### config.mk
export PLATFORM = sky130hd
export DESIGN_NAME = spi_mem_cmd
export DESIGN_NICKNAME = d
export VERILOG_FILES = /design/src/rtl/spi_mem_cmd.sv
export SDC_FILE = /design/constraint.sdc
export NUM_CORES = 1
export LEC_CHECK = 0
export BUFFER_PORTS_ARGS = -buffer_cell sky130_fd_sc_hd__buf_2
export CORE_MARGIN = 1.5
export CORE_UTILIZATION = 56
export CTS_BUF_LIST = sky130_fd_sc_hd__clkbuf_4 sky130_fd_sc_hd__clkbuf_8 sky130_fd_sc_hd__clkbuf_16
export CTS_CLUSTER_SIZE = 25
export DETAILED_ROUTE_END_ITERATION = 8
export PLACE_DENSITY = 0.86
export SYNTH_ARGS = -nofsm -noshare
export SYNTH_HDL_FRONTEND = slang
export SYNTH_SLANG_ARGS = --single-unit
export TNS_END_PERCENT = 100
### constraint.sdc
create_clock -name clk -period 3.15 [get_ports clk]
set_clock_uncertainty 0.2 [all_clocks]
set_input_delay 0.315 -clock clk [delete_from_list [all_inputs] [get_ports clk]]
set_output_delay 0.315 -clock clk [all_outputs]
set_load 0.005 [all_outputs]
### src/rtl/spi_mem_cmd.sv
module spi_mem_cmd #(
  parameter int AW = 15,
  parameter int PW = 6
) (
  input  logic          clk,
  input  logic          rst_n,
  input  logic          cs_n,
  input  logic          sck,
  input  logic          si,
  output logic          so,
  output logic          so_oe,
  output logic [AW-1:0] mem_addr,
  input  logic [7:0]    mem_rdata,
  input  logic          busy,
  input  logic          st_wpen,
  input  logic [1:0]    st_bp,
  input  logic          st_wen,
  output logic          wen_set,
  output logic          wen_clr,
  output logic          sr_wr,
  output logic [7:0]    sr_data,
  output logic          wr_byte,
  output logic [AW-1:0] wr_addr,
  output logic [7:0]    wr_data,
  output logic          wr_commit
);

  typedef enum logic [2:0] {S_IDLE, S_OP, S_ADDR, S_RD, S_STAT, S_SRW, S_WR, S_DEAD} st_t;

  localparam logic [6:0] OP_WREN = 7'b0000110;
  localparam logic [6:0] OP_WRDI = 7'b0000100;
  localparam logic [6:0] OP_RDSR = 7'b0000101;
  localparam logic [6:0] OP_WRSR = 7'b0000001;
  localparam logic [6:0] OP_READ = 7'b0000011;
  localparam logic [6:0] OP_PROG = 7'b0000010;

  st_t          st;
  logic         cs_q, sck_q, is_wr, got, drv, so_r;
  logic [3:0]   cnt;
  logic [15:0]  sh;
  logic [AW-1:0] addr;
  logic [6:0]   oreg;
  logic [2:0]   ocnt;

  wire rise = sck & ~sck_q & ~cs_n;
  wire fall = ~sck & sck_q & ~cs_n;
  wire [15:0] shin = {sh[14:0], si};
  wire [6:0]  op = {shin[7:4], shin[2:0]};
  wire [7:0]  stat_byte = busy ? 8'hFF : {st_wpen, 3'b000, st_bp, st_wen, 1'b0};
  wire [PW-1:0] pg_next = addr[PW-1:0] + 1'b1;
  wire [AW-1:0] addr_pg = {addr[AW-1:PW], pg_next};
  wire [7:0]  out_byte = (st == S_RD) ? mem_rdata : stat_byte;

  assign so       = so_r;
  assign so_oe    = drv && (st == S_RD || st == S_STAT);
  assign mem_addr = addr;

  always_ff @(posedge clk or negedge rst_n) begin
    if (!rst_n) begin
      st <= S_IDLE; cs_q <= 1'b1; sck_q <= 1'b0;
      cnt <= '0; sh <= '0; addr <= '0; is_wr <= 1'b0; got <= 1'b0;
      drv <= 1'b0; so_r <= 1'b0; oreg <= '0; ocnt <= '0;
      wen_set <= 1'b0; wen_clr <= 1'b0; sr_wr <= 1'b0; sr_data <= '0;
      wr_byte <= 1'b0; wr_addr <= '0; wr_data <= '0; wr_commit <= 1'b0;
    end else begin
      cs_q <= cs_n;
      sck_q <= sck;
      wen_set <= 1'b0; wen_clr <= 1'b0; sr_wr <= 1'b0;
      wr_byte <= 1'b0; wr_commit <= 1'b0;
      if (cs_n) begin
        if (st == S_WR && cnt == 4'd0 && got) wr_commit <= 1'b1;
        st <= S_IDLE; got <= 1'b0; drv <= 1'b0;
      end else if (cs_q) begin
        st <= S_OP; cnt <= '0; drv <= 1'b0; ocnt <= '0; got <= 1'b0;
      end else begin
        if (rise && (st == S_OP || st == S_ADDR || st == S_SRW || st == S_WR)) begin
          sh  <= shin;
          cnt <= cnt + 1'b1;
          case (st)
            S_OP: if (cnt == 4'd7) begin
              cnt <= '0;
              if (busy && op != OP_RDSR) st <= S_DEAD;
              else begin
                case (op)
                  OP_WREN: begin wen_set <= 1'b1; st <= S_DEAD; end
                  OP_WRDI: begin wen_clr <= 1'b1; st <= S_DEAD; end
                  OP_RDSR: st <= S_STAT;
                  OP_WRSR: st <= S_SRW;
                  OP_READ: begin is_wr <= 1'b0; st <= S_ADDR; end
                  OP_PROG: begin is_wr <= 1'b1; st <= S_ADDR; end
                  default: st <= S_DEAD;
                endcase
              end
            end
            S_ADDR: if (cnt == 4'd15) begin
              cnt  <= '0;
              addr <= shin[AW-1:0];
              st   <= is_wr ? S_WR : S_RD;
            end
            S_SRW: if (cnt == 4'd7) begin
              sr_wr <= 1'b1; sr_data <= shin[7:0]; st <= S_DEAD;
            end
            S_WR: if (cnt == 4'd7) begin
              cnt <= '0;
              wr_byte <= 1'b1; wr_data <= shin[7:0]; wr_addr <= addr;
              addr <= addr_pg; got <= 1'b1;
            end
            default: ;
          endcase
        end
        if (fall && (st == S_RD || st == S_STAT)) begin
          drv <= 1'b1;
          if (ocnt == 3'd0) begin
            so_r <= out_byte[7];
            oreg <= out_byte[6:0];
            ocnt <= 3'd7;
            if (st == S_RD) addr <= addr + 1'b1;
          end else begin
            so_r <= oreg[6];
            oreg <= {oreg[5:0], 1'b0};
            ocnt <= ocnt - 1'b1;
          end
        end
      end
    end
  end

  assert_hiz_deselected_R1: assert property (@(posedge clk) disable iff (!rst_n)
    (cs_q && cs_n) |-> !so_oe);
  assert_no_drive_after_select_R11: assert property (@(posedge clk) disable iff (!rst_n)
    so_oe |-> !cs_q);
  assert_single_request_R2: assert property (@(posedge clk) disable iff (!rst_n)
    $onehot0({wen_set, wen_clr, sr_wr, wr_byte, wr_commit}));
  assert_busy_blocks_wen_R4: assert property (@(posedge clk) disable iff (!rst_n)
    (wen_set || wen_clr || sr_wr) |-> $past(!busy));
  assert_commit_on_deselect_R9: assert property (@(posedge clk) disable iff (!rst_n)
    wr_commit |-> $past(cs_n));

endmodule

==> results of run 1 <==
## layout make-up
class | instances | area share [%]
flip-flops and latches | 88 | 44.5
multi-input cells | 306 | 38.7
repair buffers | 79 | 8.64
clock buffers | 12 | 3.21
well taps | 99 | 2.50
clock inverters | 3 | 1.31
inverters | 15 | 1.14
## path summary, 6_finish.rpt
kind                                          endpoint  slack, ns
max in group asynchronous       wr_addr[0]$_DFFE_PN0P_       1.59
worst max register to register  sr_data[4]$_DFFE_PN0P_       0.53
worst min register to register          so$_DFFE_PN0P_       0.27
worst max-delay path            sr_data[4]$_DFFE_PN0P_       0.53
worst min-delay path                 is_wr$_DFFE_PN0P_       0.02
min in group asynchronous          ocnt[1]$_DFFE_PN0P_       0.50
## what timing repair did
action	in CTS	in global routing
buffers inserted	0	0
hold endpoints to repair	27	0
hold buffers	3	0
## state kept, by name, summed over array words and instances, names as in the netlist, 3 cells and up
register  flops
wr_data       8
cnt           4
ocnt          3
oreg          7
mem_addr     15
st            3
sr_data       8
sh           14
wr_addr      15
## report_power, final
part | leakage, µW | internal [µW] | switching [µW]
registers | 0.00121 | 1150 | 37.6
clock network | 0.000116 | 493 | 374
logic | 0.00120 | 50.7 | 87.3
total | 0.00253 | 1690 | 499
## cells by family after synthesis
logic type,count (synthesis)
simple gates,157
compound gates,113
flops,88
buf+inv,37
mux,28
fa+ha+maj,5
xor+xnor,3
## routing by layer
layer  vias to the layer above  GRT usage (%)  part of all wire, %
met2                       168           40.2                   47
met4                         0           10.2                  2.3
met3                        28           5.39                  6.7
li1                       1668              -                    -
met5                         -              0                    0
met1                      1730           35.6                   44
## stage by stage
| step | util (%) | hold slack (ns) |
|---|---|---|
| after floorplan | - | -0.181 |
| after global placement | 64.1 | 0.259 |
| after detailed placement | 64.1 | 0.265 |
| after CTS | 67.6 | 0.0127 |
| after global routing | 67.6 | 0.0194 |
| final | 67.6 | 0.0201 |
## synthesized netlist by cell type, drive strengths merged (3+ instances only)
master / instances / area share [%]
nor3: 4 / 0.47
buf: 10 / 1.3
o21ai: 40 / 4.7
or2: 4 / 0.58
o31ai: 5 / 0.88
nor4b: 3 / 0.61
nand2: 74 / 6.5
o32ai: 3 / 0.61
nand4: 4 / 0.58
clkbuf: 12 / 1.1
mux2i: 4 / 0.94
mux2: 24 / 6.8
nand3: 14 / 1.9
dfrtp: 87 / 51
a211oi: 6 / 1.1
o311ai: 5 / 1.0
nor2: 22 / 1.9
nand2b: 6 / 0.88
ha: 5 / 1.5
o22ai: 4 / 0.58
inv: 15 / 1.3
or4: 4 / 0.88
a21oi: 35 / 4.3
and3: 3 / 0.44
a211o: 3 / 0.61
or3b: 3 / 0.61
nor3b: 3 / 0.91
==> metrics.log, run 1 <==
INFO  metric initial_utilization = between 50 and 60%
INFO  metric yosys.area_share.xor_xnor = 0.614%
INFO  metric routed_wire_length_per_instance = 16.5 µm
INFO  metric fillerInstances = approximately 590
INFO  metric clk_pin_slew = 0.08 ns
INFO  metric timing.critical_path.from_type = flip-flop
INFO  metric layout-drive-gt1-share = a little over a quarter
INFO  metric row_count = 31
INFO  metric synth_sequential_area_ratio = around half
INFO  metric die_width = roughly 90 µm
INFO  metric tightest_slew = 1.07 ns
INFO  metric cts_buffer_depth = 2
INFO  metric crit_fanout = 18
INFO  metric async_reset_ff_share = between 90% and 100%
INFO  metric yosys_most_used_dff = sky130_fd_sc_hd__dfrtp_1
INFO  metric post_placement_worst_setup_slack = ~0.6 ns
INFO  metric setup_ws = about 0.53 ns
INFO  metric dp.cells = 584
INFO  metric synth-edff-count = 0
INFO  metric synth.distinct_cells = slightly above 60
INFO  metric syn2layout_area_growth = 15.8%
INFO  metric yosysWarningCount = 0
INFO  metric ir_worst_vdd = 0.244 mV
INFO  metric post_synth_instance_area = approximately 4300 µm²
INFO  metric design_area_final = approximately 5000 µm²
INFO  metric critical_path.startpoint = st[1]$_DFFE_PN0P_
INFO  metric synth_compound_gate_area_share = approximately 16%
INFO  metric layout_commonest_cell = sky130_fd_sc_hd__dfrtp_1
INFO  metric cts.sink_count = 88
INFO  metric first_global_vias = 3484
INFO  metric crit_path_end_kind = flip-flop
INFO  metric critical_path_buf_inv_count = 0
INFO  metric grt_first_pass_wirelength = ~17000 µm
INFO  metric cp_data_arrival_time = about 2.7 ns
INFO  metric timing.max_cap.violations = 0
INFO  metric finalMaxSlewViolations = 0
INFO  metric report.power.total = between 2000 and 2500 µW
INFO  metric grt_setup_unrepaired = no
INFO  metric worstPathCellList = xor2_1 -> nand3_4 -> or4_4 -> mux2_4
INFO  metric holdPathStages = 2
INFO  metric die_area = 8170 µm²
INFO  metric synthesis.area_per_instance = a little under 10 µm²
INFO  metric ys_ff_latch = 88
INFO  metric hold_path.class = in -> reg
INFO  metric multi_input_gate_area_in_the_final_layout = 1920 µm²
INFO  metric grt_remaining_overflow = 0
INFO  metric max_clock_freq = roughly 380 MHz
INFO  metric synthMuxAreaShare = between 7 and 8%
INFO  metric critPathTopFamily = simple AND/OR/NAND/NOR gates
INFO  metric slew-limit-headroom = about 29%
INFO  metric n_antenna_cell = 0
INFO  metric post_synth_and_or_nand_nor_area_fraction = between 10% and 20%
INFO  metric timing_worst_setup_path_type = reg -> reg
INFO  metric synth_fp_nets = 454
INFO  metric detail_route.iter0.violations = between 300 and 400
INFO  metric final_antenna_net_count = 0
INFO  metric synth_fa_ha_area_share = 1.46%
INFO  metric placed_area = ~4700 µm²
INFO  metric power_leakage = 0.00253 µW
INFO  metric floorplan.io_pins = between 70 and 80
INFO  metric largest_net_degree_at_the_start_of_global_routing = 89
INFO  metric power.density_cell_area = about 440 nW/µm²
INFO  metric fin_tns_setup = 0 ns
INFO  metric layout_common_cells = sky130_fd_sc_hd__dfrtp_1, sky130_fd_sc_hd__nand2_1, sky130_fd_sc_hd__buf_2
INFO  metric finalSetupViolations = 0
INFO  metric core_area = ~7300 µm²
INFO  metric cp.depth = 4
INFO  metric cts-root-buf = sky130_fd_sc_hd__clkbuf_8
INFO  metric cpMaxStageDelayCell = sky130_fd_sc_hd__or4_4
INFO  metric min_period_over_period = between 80 and 90%
INFO  metric post_cts_resize_count = 0
INFO  metric drt-total-wl = roughly 10000 µm
INFO  metric numPortBuffers = 70
INFO  metric synth_top_family_by_area = simple AND/OR/NAND/NOR gates
INFO  metric hold_start = si
INFO  metric instances_no_fill = 602
INFO  metric netlist_instances = 431
INFO  metric status = finished, final reports clean
INFO  metric finalHoldViolations = 0
INFO  metric globalRouteTotalUtil = 25.8%
INFO  metric crit_required = around 3.2 ns
INFO  metric cts-buffers-inserted = 9
INFO  metric rr_worst_depth = 4
INFO  metric die_h = 90.4 µm
INFO  metric htreeDepth = 3
INFO  metric final_layout_net_count = approximately 520
INFO  metric clock_tree_from_tritoncts = yes
INFO  metric place.detailed.hpwl = around 7000 µm
INFO  metric clk_latency = 0.36 ns
INFO  metric final-seq-area = approximately 2200 µm²
INFO  metric antenna_found_initial = 0
INFO  metric dr_total_vias = around 3600
INFO  metric firstDrtPassIters = 5
INFO  metric routabilityCongestion = 0.974
INFO  metric cpPeakStageDelay = ~0.67 ns
INFO  metric reg2reg_from = st[1]$_DFFE_PN0P_
INFO  metric finalWorstPathRequiredPeriod = between 2 and 3 ns
INFO  metric drc = 0
INFO  metric vias_per_cell = ~6.0
Power figures use the tool's default switching activity.
==> run 2: changes to the inputs <==
--- a/config.mk
+++ b/config.mk
@@ -7,11 +7,11 @@
 export LEC_CHECK = 0
 export BUFFER_PORTS_ARGS = -buffer_cell sky130_fd_sc_hd__buf_2
 export CORE_MARGIN = 1.5
-export CORE_UTILIZATION = 56
+export CORE_UTILIZATION = 51
 export CTS_BUF_LIST = sky130_fd_sc_hd__clkbuf_4 sky130_fd_sc_hd__clkbuf_8 sky130_fd_sc_hd__clkbuf_16
 export CTS_CLUSTER_SIZE = 25
 export DETAILED_ROUTE_END_ITERATION = 8
-export PLACE_DENSITY = 0.86
+export PLACE_DENSITY = 0.83
 export SYNTH_ARGS = -nofsm -noshare
 export SYNTH_HDL_FRONTEND = slang
 export SYNTH_SLANG_ARGS = --single-unit
==> constraint.sdc (replaced) <==
create_clock -name clk -period 2.4 [get_ports clk]
set_clock_uncertainty 0.2 [all_clocks]
set_input_delay 0.24 -clock clk [delete_from_list [all_inputs] [get_ports clk]]
set_output_delay 0.24 -clock clk [all_outputs]
set_load 0.005 [all_outputs]
==> run 2 against run 1 <==
  * Non-clock buffer count up 13
  * Final cell count up 3.3%
  * Maximum frequency up 11%
  * Via count unchanged
  * Sequential share of layout area down 1.1 points
  * Clock power up 25%
  * Core utilization down 5.5 points
  * Largest power group unchanged
==> metrics.log, run 2 (synthesis gave the netlist of run 1 again) <==
INFO  metric status = finished, final reports clean
INFO  metric floorplan.io_pins = 71 (unchanged)
INFO  metric timing.critical_path.from_type = flip-flop
INFO  metric placed_area = 4800 µm² (+2.2%)
INFO  metric crit_path_end_kind = flip-flop
INFO  metric htreeDepth = 3 (unchanged)
INFO  metric crit_fanout = 6 (-12)
INFO  metric first_global_vias = 3502 (+0.52%)
INFO  metric timing.max_cap.violations = 0 (unchanged)
INFO  metric timing_worst_setup_path_type = reg -> reg
INFO  metric slew-limit-headroom = 62.1% (+33 points)
INFO  metric grt_setup_unrepaired = no
INFO  metric fin_tns_setup = 0 ns (unchanged)
INFO  metric tightest_slew = 0.563 ns (-0.504 ns)
INFO  metric dr_total_vias = 3594 (unchanged)
INFO  metric cts.sink_count = 88 (unchanged)
INFO  metric globalRouteTotalUtil = 24.7% (-1.1 points)
INFO  metric rr_worst_depth = 5 (+1)
INFO  metric layout-drive-gt1-share = 28.0% (+2.0 points)
INFO  metric antenna_found_initial = 0 (unchanged)
INFO  metric cts-root-buf = sky130_fd_sc_hd__clkbuf_8
INFO  metric power.density_cell_area = 558 nW/µm² (+26%)
INFO  metric grt_remaining_overflow = 0 (unchanged)
INFO  metric power_leakage = 0.00260 µW (+2.6%)
INFO  metric die_area = 8950 µm² (+9.5%)
INFO  metric layout_common_cells = sky130_fd_sc_hd__dfrtp_1, sky130_fd_sc_hd__nand2_1, sky130_fd_sc_hd__buf_2
INFO  metric core_area = 8180 µm² (+12%)
INFO  metric largest_net_degree_at_the_start_of_global_routing = 43 (-52%)
INFO  metric routed_wire_length_per_instance = 16.3 µm (-1.5%)
INFO  metric crit_required = 2.43 ns (-0.76 ns)
INFO  metric fin_hold_ws = 0.0130 ns (-0.00713 ns)
INFO  metric initial_utilization = 52.3% (-6.0 points)
INFO  metric numPortBuffers = 70 (unchanged)
INFO  metric row_count = 33 (+6.5%)
INFO  metric min_period_over_period = 98.8% (+16 points)
INFO  metric hold_path.class = in -> reg
INFO  metric die_h = 94.6 µm (+4.6%)
INFO  metric multi_input_gate_area_in_the_final_layout = 1930 µm² (+0.65%)
INFO  metric cts-buffers-inserted = 9 (unchanged)
INFO  metric detail_route.iter0.violations = 395 (+30%)
INFO  metric layout_commonest_cell = sky130_fd_sc_hd__dfrtp_1
INFO  metric finalWorstPathRequiredPeriod = 2.37 ns (-0.252 ns)
INFO  metric vias_per_cell = 5.78 (-3.2%)
INFO  metric final-seq-area = 2200 µm² (unchanged)
INFO  metric place.detailed.hpwl = 7340 µm (+5.4%)
INFO  metric layout.core_utilization = 62.1% (-5.5 points)
INFO  metric firstDrtPassIters = 5 (unchanged)
INFO  metric post-cts-setup-buffer-count = 0 (unchanged)
INFO  metric drt-total-wl = 10100 µm (+1.8%)
INFO  metric final_antenna_net_count = 0 (unchanged)
INFO  metric fillerInstances = 705 (+20%)
INFO  metric finalSetupViolations = 0 (unchanged)
INFO  metric clk_pin_slew = 0.09 ns (about the same)
INFO  metric clock_tree_from_tritoncts = yes
INFO  metric drc = 0 (unchanged)
INFO  metric grt_first_pass_wirelength = 17000 µm (+1.7%)
INFO  metric syn2layout_area_growth = 18.7%
INFO  metric ir_worst_vdd = 0.318 mV (+30%)
INFO  metric design_area_final = 5080 µm² (+2.5%)
INFO  metric final_layout_net_count = 535 (+2.5%)
INFO  metric routabilityCongestion = 0.996 (+2.2%)
INFO  metric die_width = 94.6 µm (+4.6%)
INFO  metric finalHoldViolations = 0 (unchanged)
INFO  metric report.power.total = 2830 µW (+29%)
INFO  metric finalMaxSlewViolations = 0 (unchanged)
INFO  metric max_clock_freq = 422 MHz (+11%)
INFO  metric clk_latency = 0.37 ns (about the same)
INFO  metric n_antenna_cell = 0 (unchanged)
INFO  metric cp_data_arrival_time = 2.40 ns (-0.27 ns)
INFO  metric cts_buffer_depth = 2 (unchanged)
INFO  metric holdPathStages = 3 (+1)
-- run 2: final timing paths --
path	slack, ns	startpoint	endpoint
hold reg to reg	0.28	wr_addr[5]$_DFFE_PN0P_	wr_addr[5]$_DFFE_PN0P_
setup reg to reg	0.03	sck_q$_DFF_PN0_	mem_addr[4]$_DFFE_PN0P_
min in group asynchronous	0.19	rst_n	cnt[1]$_DFFE_PN0P_
setup / recovery	0.03	sck_q$_DFF_PN0_	mem_addr[4]$_DFFE_PN0P_
max in group asynchronous	1.13	rst_n	sh[3]$_DFFE_PN0P_
hold / removal	0.01	cs_n	ocnt[0]$_DFFE_PN0P_
-- run 2: metrics by stage --
step / setup WS [ns] / cells
2_1_floorplan: 0.220 / 431
3_3_place_gp: 0.181 / 601
3_5_place_dp: 0.109 / 601
4_1_cts: 0.0945 / 622
5_1_grt: 0.0108 / 622
6_report: 0.0286 / 622
-- run 2: cell type report --
cell class                      instances  area share (%)
Clock inverter                          6            1.50
Timing Repair Buffer                   92            10.7
Clock buffer                           10            2.71
Sequential cell                        88            43.4
Multi-Input combinational cell        306            38.0
Inverter                               15            1.11
Tap cell                              105            2.59
-- run 2: timing repair --
action | 4_1_cts | 5_1_grt
endpoints found under the hold margin | 45 | 0
gates resized for setup | 0 | 3
hold buffers | 5 | 0
endpoints found under the setup margin | 0 | 2
-- run 2: routing by layer --
| metal | wire length, µm | vias up | global-route usage, % | share of wire, % |
|---|---|---|---|---|
| met5 | 0 | - | 0 | 0 |
| met4 | 291 | 0 | 12.2 | 2.9 |
| met3 | 595 | 25 | 3.70 | 5.9 |
| met2 | 4730 | 149 | 38.0 | 47 |
| met1 | 4520 | 1727 | 34.3 | 45 |
| li1 | - | 1693 | - | - |
-- run 2: critical path, cell delays in order (launching register included) --
cell and delay (ns):
sky130_fd_sc_hd__dfrtp_1 0.41, sky130_fd_sc_hd__or3b_1 0.42, sky130_fd_sc_hd__nor3_1 0.36, sky130_fd_sc_hd__o21ai_0 0.32
sky130_fd_sc_hd__o21ai_0 0.34, sky130_fd_sc_hd__o311ai_2 0.17
-- run 2: where the power goes --
part / internal [µW] / switching [µW] / total, µW
Sequential: 1510 / 39.4 / 1550
Clock: 526 / 552 / 1080
Combinational: 81.3 / 128 / 209
Total: 2110 / 719 / 2830
